**config.mk**
```make
export PLATFORM = sky130hd
export DESIGN_NAME = adc_capture_ctrl
export DESIGN_NICKNAME = d
export VERILOG_FILES = /design/src/rtl/adc_cap_pkg.sv /design/src/rtl/adc_cap_pacer.sv /design/src/rtl/adc_cap_engine.sv /design/src/rtl/adc_cap_bufaddr.sv /design/src/rtl/adc_capture_ctrl.sv
export SDC_FILE = /design/constraint.sdc
export NUM_CORES = 1
export LEC_CHECK = 0
export BUFFER_PORTS_ARGS = -buffer_cell sky130_fd_sc_hd__buf_2
export CORE_UTILIZATION = 50
export DETAILED_ROUTE_END_ITERATION = 16
export GPL_TIMING_DRIVEN = 0
export PLACE_DENSITY = 0.7
export RECOVER_POWER = 100
export SLEW_MARGIN = 20
export SYNTH_ARGS = -nofsm -noshare
export SYNTH_HDL_FRONTEND = slang
export SYNTH_SLANG_ARGS = --single-unit
```
**constraint.sdc**
```tcl
create_clock -name clk -period 7.2 [get_ports clk]
set_input_delay 0.72 -clock clk [delete_from_list [all_inputs] [get_ports clk]]
set_output_delay 0.72 -clock clk [all_outputs]
set_load 0.02 [all_outputs]
```
**src/rtl/adc_cap_pkg.sv**
```systemverilog
package adc_cap_pkg;

    typedef enum logic [1:0] {
        S_IDLE  = 2'd0,
        S_ARMED = 2'd1,
        S_RUN   = 2'd2
    } pacer_state_e;

    typedef enum logic [1:0] {
        E_IDLE  = 2'd0,
        E_CONV  = 2'd1,
        E_SHIFT = 2'd2,
        E_WRITE = 2'd3
    } engine_state_e;

endpackage

```
**src/rtl/adc_cap_pacer.sv**
```systemverilog
module adc_cap_pacer
    import adc_cap_pkg::*;
#(
    parameter int PER_W   = 16,
    parameter int CNT_W   = 11,
    parameter int PER_MIN = 100
) (
    input  logic             clk,
    input  logic             rst_n,
    input  logic             arm_i,
    input  logic             ext_mode_i,
    input  logic             trig_i,
    input  logic [PER_W-1:0] period_i,
    input  logic [CNT_W-1:0] count_i,
    input  logic             wr_done_i,
    output logic             start_o,
    output logic             clr_o,
    output logic             busy_o,
    output logic             done_o
);

    localparam logic [PER_W-1:0] PER_MIN_V = PER_W'(PER_MIN);

    typedef struct packed {
        pacer_state_e     state;
        logic [PER_W-1:0] per;
        logic [PER_W-1:0] pc;
        logic [CNT_W-1:0] issue;
        logic [CNT_W-1:0] left;
        logic             done;
        logic             trig_prev;
    } pacer_t;

    pacer_t q, d;
    logic   trig_rise;
    logic [PER_W-1:0] per_eff;

    always_comb begin
        d         = q;
        start_o   = 1'b0;
        clr_o     = 1'b0;
        trig_rise = trig_i && !q.trig_prev;
        per_eff   = (period_i < PER_MIN_V) ? PER_MIN_V : period_i;
        d.trig_prev = trig_i;

        unique case (q.state)
            S_IDLE: begin
                if (arm_i) begin
                    clr_o  = 1'b1;
                    d.done = 1'b0;
                    if (count_i == '0) begin
                        d.done = 1'b1;
                    end else begin
                        d.issue = count_i;
                        d.left  = count_i;
                        d.per   = per_eff;
                        d.pc    = '0;
                        d.state = ext_mode_i ? S_ARMED : S_RUN;
                    end
                end
            end
            S_ARMED: begin
                if (trig_rise) begin
                    d.state = S_RUN;
                    d.pc    = '0;
                end
            end
            S_RUN: begin
                if (q.pc == '0) begin
                    d.pc = q.per - 1'b1;
                    if (q.issue != '0) begin
                        start_o = 1'b1;
                        d.issue = q.issue - 1'b1;
                    end
                end else begin
                    d.pc = q.pc - 1'b1;
                end
                if (wr_done_i) begin
                    d.left = q.left - 1'b1;
                    if (q.left == CNT_W'(1)) begin
                        d.state = S_IDLE;
                        d.done  = 1'b1;
                    end
                end
            end
            default: d.state = S_IDLE;
        endcase
    end

    always_ff @(posedge clk or negedge rst_n) begin
        if (!rst_n) begin
            q <= '{state: S_IDLE, per: '0, pc: '0, issue: '0, left: '0,
                   done: 1'b0, trig_prev: 1'b0};
        end else begin
            q <= d;
        end
    end

    assign busy_o = (q.state != S_IDLE);
    assign done_o = q.done;

    // done is only shown once the run has ended
    p_done_idle_r8: assert property (@(posedge clk) disable iff (!rst_n)
        q.done |-> (q.state == S_IDLE));

    // never more samples issued than still owed to the buffer
    p_issue_bound_r8: assert property (@(posedge clk) disable iff (!rst_n)
        (q.state == S_RUN) |-> (q.issue <= q.left));

    // a running capture never falls back to waiting for a trigger
    p_no_rearm_r11: assert property (@(posedge clk) disable iff (!rst_n)
        (q.state == S_RUN) |=> (q.state != S_ARMED));

    // an accepted arm clears the done flag unless the count is zero
    p_arm_clears_r9: assert property (@(posedge clk) disable iff (!rst_n)
        (q.state == S_IDLE && arm_i && count_i != '0) |=> !q.done);

endmodule

```
**src/rtl/adc_cap_engine.sv**
```systemverilog
module adc_cap_engine
    import adc_cap_pkg::*;
#(
    parameter int DATA_W   = 16,
    parameter int CONV_CYC = 56,
    parameter int WR_CYC   = 7
) (
    input  logic              clk,
    input  logic              rst_n,
    input  logic              start_i,
    input  logic              sdata_i,
    output logic              convst_o,
    output logic              sclk_o,
    output logic              we_n_o,
    output logic [DATA_W-1:0] wdata_o,
    output logic              wr_done_o
);

    localparam int TMR_MAX = (CONV_CYC > WR_CYC) ? CONV_CYC : WR_CYC;
    localparam int TMR_W   = $clog2(TMR_MAX + 1);
    localparam int BIT_W   = $clog2(DATA_W);

    typedef struct packed {
        engine_state_e     state;
        logic [TMR_W-1:0]  tmr;
        logic [BIT_W-1:0]  bitn;
        logic              sclk;
        logic              convst;
        logic              we_n;
        logic [DATA_W-1:0] shreg;
    } engine_t;

    engine_t q, d;

    always_comb begin
        d         = q;
        d.convst  = 1'b0;
        wr_done_o = 1'b0;

        unique case (q.state)
            E_IDLE: begin
                if (start_i) begin
                    d.state  = E_CONV;
                    d.convst = 1'b1;
                    d.tmr    = TMR_W'(CONV_CYC - 1);
                end
            end
            E_CONV: begin
                if (q.tmr == '0) begin
                    d.state = E_SHIFT;
                    d.bitn  = '0;
                    d.sclk  = 1'b0;
                end else begin
                    d.tmr = q.tmr - 1'b1;
                end
            end
            E_SHIFT: begin
                if (!q.sclk) begin
                    d.sclk  = 1'b1;
                    d.shreg = {q.shreg[DATA_W-2:0], sdata_i};
                end else begin
                    d.sclk = 1'b0;
                    if (q.bitn == BIT_W'(DATA_W - 1)) begin
                        d.state = E_WRITE;
                        d.we_n  = 1'b0;
                        d.tmr   = TMR_W'(WR_CYC - 1);
                    end else begin
                        d.bitn = q.bitn + 1'b1;
                    end
                end
            end
            E_WRITE: begin
                if (q.tmr == '0) begin
                    d.we_n    = 1'b1;
                    d.state   = E_IDLE;
                    wr_done_o = 1'b1;
                end else begin
                    d.tmr = q.tmr - 1'b1;
                end
            end
            default: d.state = E_IDLE;
        endcase
    end

    always_ff @(posedge clk or negedge rst_n) begin
        if (!rst_n) begin
            q <= '{state: E_IDLE, tmr: '0, bitn: '0, sclk: 1'b0,
                   convst: 1'b0, we_n: 1'b1, shreg: '0};
        end else begin
            q <= d;
        end
    end

    assign convst_o = q.convst;
    assign sclk_o   = q.sclk;
    assign we_n_o   = q.we_n;
    assign wdata_o  = q.shreg;

    // the pacer never requests a sample before the previous one is stored
    p_start_idle_r3: assert property (@(posedge clk) disable iff (!rst_n)
        start_i |-> (q.state == E_IDLE));

    // the start pulse is a single clock wide
    p_convst_once_r2: assert property (@(posedge clk) disable iff (!rst_n)
        q.convst |=> !q.convst);

    // no serial clocking during a buffer write
    p_we_quiet_r6: assert property (@(posedge clk) disable iff (!rst_n)
        !q.we_n |-> (!q.sclk && !q.convst));

    // write data holds for the whole strobe
    p_wdata_hold_r6: assert property (@(posedge clk) disable iff (!rst_n)
        (!q.we_n && !$past(q.we_n)) |-> $stable(q.shreg));

endmodule

```
**src/rtl/adc_cap_bufaddr.sv**
```systemverilog
module adc_cap_bufaddr #(
    parameter int ADDR_W = 10
) (
    input  logic              clk,
    input  logic              rst_n,
    input  logic              clr_i,
    input  logic              inc_i,
    output logic [ADDR_W-1:0] addr_o
);

    logic [ADDR_W-1:0] addr_d, addr_q;

    always_comb begin
        addr_d = addr_q;
        if (clr_i) begin
            addr_d = '0;
        end else if (inc_i) begin
            addr_d = addr_q + 1'b1;
        end
    end

    always_ff @(posedge clk or negedge rst_n) begin
        if (!rst_n) begin
            addr_q <= '0;
        end else begin
            addr_q <= addr_d;
        end
    end

    assign addr_o = addr_q;

    // each completed write moves the buffer pointer by exactly one
    p_addr_step_r7: assert property (@(posedge clk) disable iff (!rst_n)
        (inc_i && !clr_i) |=> (addr_q == $past(addr_q) + 1'b1));

endmodule

```
**src/rtl/adc_capture_ctrl.sv**
```systemverilog
module adc_capture_ctrl #(
    parameter int DATA_W     = 16,
    parameter int ADDR_W     = 10,
    parameter int PER_W      = 16,
    parameter int SAMPLE_CYC = 100,
    parameter int CONV_CYC   = 56,
    parameter int WR_CYC     = 7
) (
    input  logic              clk,
    input  logic              rst_n,
    input  logic              arm_i,
    input  logic              ext_mode_i,
    input  logic              trig_i,
    input  logic [PER_W-1:0]  period_i,
    input  logic [ADDR_W:0]   count_i,
    output logic              adc_convst_o,
    output logic              adc_sclk_o,
    input  logic              adc_sdata_i,
    output logic [ADDR_W-1:0] ram_addr_o,
    output logic [DATA_W-1:0] ram_wdata_o,
    output logic              ram_we_n_o,
    output logic              busy_o,
    output logic              done_o
);

    localparam int CNT_W      = ADDR_W + 1;
    localparam int ENGINE_CYC = CONV_CYC + 2 * DATA_W + WR_CYC + 1;
    localparam int PER_MIN    = (SAMPLE_CYC > ENGINE_CYC) ? SAMPLE_CYC : ENGINE_CYC;

    logic start, clr, wr_done;

    adc_cap_pacer #(
        .PER_W  (PER_W),
        .CNT_W  (CNT_W),
        .PER_MIN(PER_MIN)
    ) u_pacer (
        .clk       (clk),
        .rst_n     (rst_n),
        .arm_i     (arm_i),
        .ext_mode_i(ext_mode_i),
        .trig_i    (trig_i),
        .period_i  (period_i),
        .count_i   (count_i),
        .wr_done_i (wr_done),
        .start_o   (start),
        .clr_o     (clr),
        .busy_o    (busy_o),
        .done_o    (done_o)
    );

    adc_cap_engine #(
        .DATA_W  (DATA_W),
        .CONV_CYC(CONV_CYC),
        .WR_CYC  (WR_CYC)
    ) u_engine (
        .clk      (clk),
        .rst_n    (rst_n),
        .start_i  (start),
        .sdata_i  (adc_sdata_i),
        .convst_o (adc_convst_o),
        .sclk_o   (adc_sclk_o),
        .we_n_o   (ram_we_n_o),
        .wdata_o  (ram_wdata_o),
        .wr_done_o(wr_done)
    );

    adc_cap_bufaddr #(
        .ADDR_W(ADDR_W)
    ) u_addr (
        .clk   (clk),
        .rst_n (rst_n),
        .clr_i (clr),
        .inc_i (wr_done),
        .addr_o(ram_addr_o)
    );

endmodule

```
==> summary.md <==
| Metric | Value |
|---|---|
| # hold bufs at CTS | `0` |
| Antenna Cells | `0` |
| Reg power frac | `between 50% and 60%` |
| Post-synthesis sequential area ratio | `42.3%` |
| Reg-to-reg slack, setup | `a little under 3 ns` |
| Post-DR vias/cell | `around 6` |
| Fill count | `around 1100` |
| CTS root buffer | `clkbuf_16` |
| First-pass GRT wire length | `between 20000 and 25000 µm` |
| GPL Wtd Cong | `0.889` |
| TNS Setup | `0 ns` |
| RSZ-0062 raised after global routing | `no` |
| Post-route cell area | `~6600 µm²` |
| Std cell rows | `39` |
| Final setup fails | `0` |
| DR WL/cell | `around 16 µm` |
| Detail Placement HPWL | `roughly 10000 µm` |
| Syn avg cell area | `around 9 µm²` |
| Met2 wire len | `approximately 6600 µm` |
| Worst IR Drop VDD | `roughly 0.12 mV` |
| Placed insts | `~850` |
| DRC | `0` |
| Fmax | `between 0.2 and 0.25 GHz` |
| Area leader, netlist | `dfrtp_1` |
| Switching part of the total | `23.3%` |
| Final period utilization | `between 50% and 60%` |
| Die Y | `between 100 and 150 µm` |
| Pint | `0.000808 W` |
| Die W | `approximately 110 µm` |
| Library cells used by synthesis | `74` |
| Post-CTS Setup Bufs | `0` |
| Post-Place Setup Slack | `roughly 3.6 ns` |
| Slew Viols, Final | `27` |
| Total gr overflow | `0` |
| Max H-tree Level | `3` |
| CTS buffer count | `9` |
| Initial antenna violation count | `0` |
| Fin Clk Skew | `0.0108 ns` |
| Status | `finished with violations` |
| CP max stage cell | `a2111oi_0` |
| Post-Synthesis Cells | `approximately 650` |
| Clk Latency, worst-skew pair | `0.35 ns` |
| Routed wl met3 | `around 950 µm` |
| Via count | `5227` |
| Most used cell, CP | `nand4_1` |
| Startpoint type of the worst setup path | `flip-flop` |
| Clk sinks | `a little under 100` |
| Worst relative slew slack | `-7.06%` |
| Number of port buffers | `63` |
| Register Area | `roughly 2500 µm²` |
| Number of global-route vias before repair | `about 4800` |
| Clock-pin transition on the worst setup and hold timing paths | `about 0.07 ns` |
| Drt initial violations | `between 400 and 500` |
| DR pass1 iterations | `5` |
| Top cells by area, synth | `dfrtp_1, nand2_1, a21oi_1` |
| CP Data Required Time | `approximately 7.4 ns` |
| Logic pwr share | `~3.4%` |
| Post-CTS sizing | `0` |
| WS Path Type | `reg2reg` |
| DRT antenna net count | `0` |
| Final WL | `between 10000 and 15000 µm` |
| Largest net degree at the start of global routing | `74` |
| Cell Count, Final, Fillers Out | `around 870` |
| Post-route minimum period | `about 4.2 ns` |
| CP cell instances | `nor4_1, nand4_1, nor2_1, clkbuf_1, a21oi_1, ha_1, nor4b_1, nand4_1, mux2_1, a2111oi_0, mux2i_1, o2bb2ai_1` |
| Nets | `about 770` |
| Highest metal used | `met4` |
| Worst-margin pin slew | `between 1.5 and 2 ns` |
| WHS | `between 0.4 and 0.5 ns` |
| Final worst setup slack | `between 2 and 3 ns` |
| Worst-path fanout max | `10` |
| CTS tree | `yes` |
| Final Hold Fails | `0` |
| Post-synth EDFFs | `0` |
| Critical Path AT | `4.47 ns` |
| Initial Utilization | `between 50% and 60%` |
| # IOs | `64` |
| Clock Power Share | `between 40% and 50%` |
| Post-synth top flop | `dfrtp_1` |
| Area delta synth->final | `12.0%` |
| Worst hold path type | `in2reg` |
| Leakage Power | `about 2.9 nW` |
| Share of layout cells above drive strength 1 | `13.7%` |
| Synthesis-stage register bit count | `99` |
| CP endpoint kind | `flip-flop` |
| Psw | `approximately 0.00025 W` |
| Placed Instance Area | `around 6400 µm²` |
| Max_cap viols | `1` |
| Ys Warns | `0` |
| Mapped cell area | `5860 µm²` |
| Area share of the largest cell type after synthesis | `41.9%` |
| Total GRT Usage | `between 20% and 30%` |
| CP peak stage delay | `0.68 ns` |
| Core footprint | `between 10000 and 15000 µm²` |
| Pwr per Cell Area | `161 nW/µm²` |
| Async set-reset flop share out of synthesis | `100%` |
| Post-synth net total | `approximately 690` |
| Failing checks | `max-capacitance violations, max-slew violations` |
| Multi-input gate area | `between 3000 and 4000 µm²` |
| Die ar. | `around 12000 µm²` |
| Maximum buffer depth of the clock tree | `2` |
| M1 WL | `around 6500 µm` |
## layer usage
layer  global-route usage (%)  up-vias
li1                         -     2510
met2                     39.4      217
met1                     33.6     2478
met3                     3.47       22
met4                     9.87        0
met5                        0        -
## sequential cells by signal, indices dropped and copies added, names as in the netlist, named ones only
register           cells
u_pacer.q             57
u_engine.wdata_o      16
u_addr.addr_o         10
u_engine.q            10
u_engine.convst_o      1
u_engine.sclk_o        1
u_engine.we_n_o        1
u_pacer.done_o         1
## power by group through the flow
stage	logic (W)	registers, W	clock network, W
global route	0.0000404	0.000561	0.000493
finish	0.0000355	0.000561	0.000458
CTS	0.0000371	0.000560	0.000472
floorplan	0.00000642	0.000574	0
global placement	0.0000343	0.000571	0
detailed placement	0.0000370	0.000571	0
## final timing paths
check / to / start / cells after the start
max: u_pacer.q[38] / u_pacer.q[28] / 12
min: u_pacer.q[0] / trig_i / 1
max reg2reg: u_pacer.q[38] / u_pacer.q[28] / 12
min reg2reg: u_pacer.q[23] / u_pacer.q[23] / 1
max in group asynchronous: u_engine.we_n_o / rst_n / 2
min in group asynchronous: u_engine.wdata_o[3] / rst_n / 1
## critical path, delay by kind of cell (launching register included)
family | cells | cell delay, ns
AND/OR/NAND/NOR | 5 | 1.35
AO/OA/AOI/OAI | 3 | 1.01
flip-flops | 1 | 0.48
multiplexers | 2 | 0.69
adder cells (fa/ha/maj) | 1 | 0.28
buffers and inverters | 1 | 0.30
## layout by cell type (no fill, tap or decap), drive strengths merged, types with 5 or more instances in the layout
cell type and n:
nor3 23, mux2i 9, o21ai 43, inv 31, xnor2 5, a22o 11
o22ai 6, ha 16, nand2 73, xor2 6, or3 8, a21oi 50
dfrtp 98, nand3b 5, nor4 15, buf 48, a31oi 9, a211oi 8
clkbuf 66, nand4 12, nor2 57, and3 7, mux2 20, nand3 21
## synthesized netlist by cell type, types with 9 or more instances
cell / n
mux2i_1: 9
a22o_1: 11
ha_1: 16
clkbuf_1: 19
inv_1: 28
mux2_2: 19
nor3_1: 20
buf_4: 17
nor4_1: 13
a31oi_1: 9
nor2_1: 56
nand4_1: 10
o21ai_0: 40
dfrtp_1: 98
nand3_1: 21
a21oi_1: 49
nand2_1: 73
## cells by family after synthesis
kind of cell             synth area share [%]
adder cells (fa/ha/maj)                  3.42
AO/OA/AOI/OAI                            19.2
buffers and inverters                    5.57
flip-flops                               42.3
XOR/XNOR                                 1.64
multiplexers                             5.45
AND/OR/NAND/NOR                          22.4
## cell type report
cell class | instances | share of cell area [%]
Clock inverter | 6 | 0.762
Sequential cell | 99 | 37.8
Clock buffer | 10 | 3.49
Buffer | 40 | 3.20
Timing Repair Buffer | 64 | 4.61
Tap cell | 143 | 2.73
Inverter | 29 | 1.66
Multi-Input combinational cell | 477 | 45.8
## through the flow
| stage | util [%] | total power, W |
|---|---|---|
| 2_1_floorplan | - | 0.000580 |
| 3_3_place_gp | 55.6 | 0.000606 |
| 3_5_place_dp | 55.9 | 0.000608 |
| 4_1_cts | 58.4 | 0.00107 |
| 5_1_grt | 57.5 | 0.00109 |
| 6_report | 57.5 | 0.00105 |
Power figures use the tool's default switching activity.
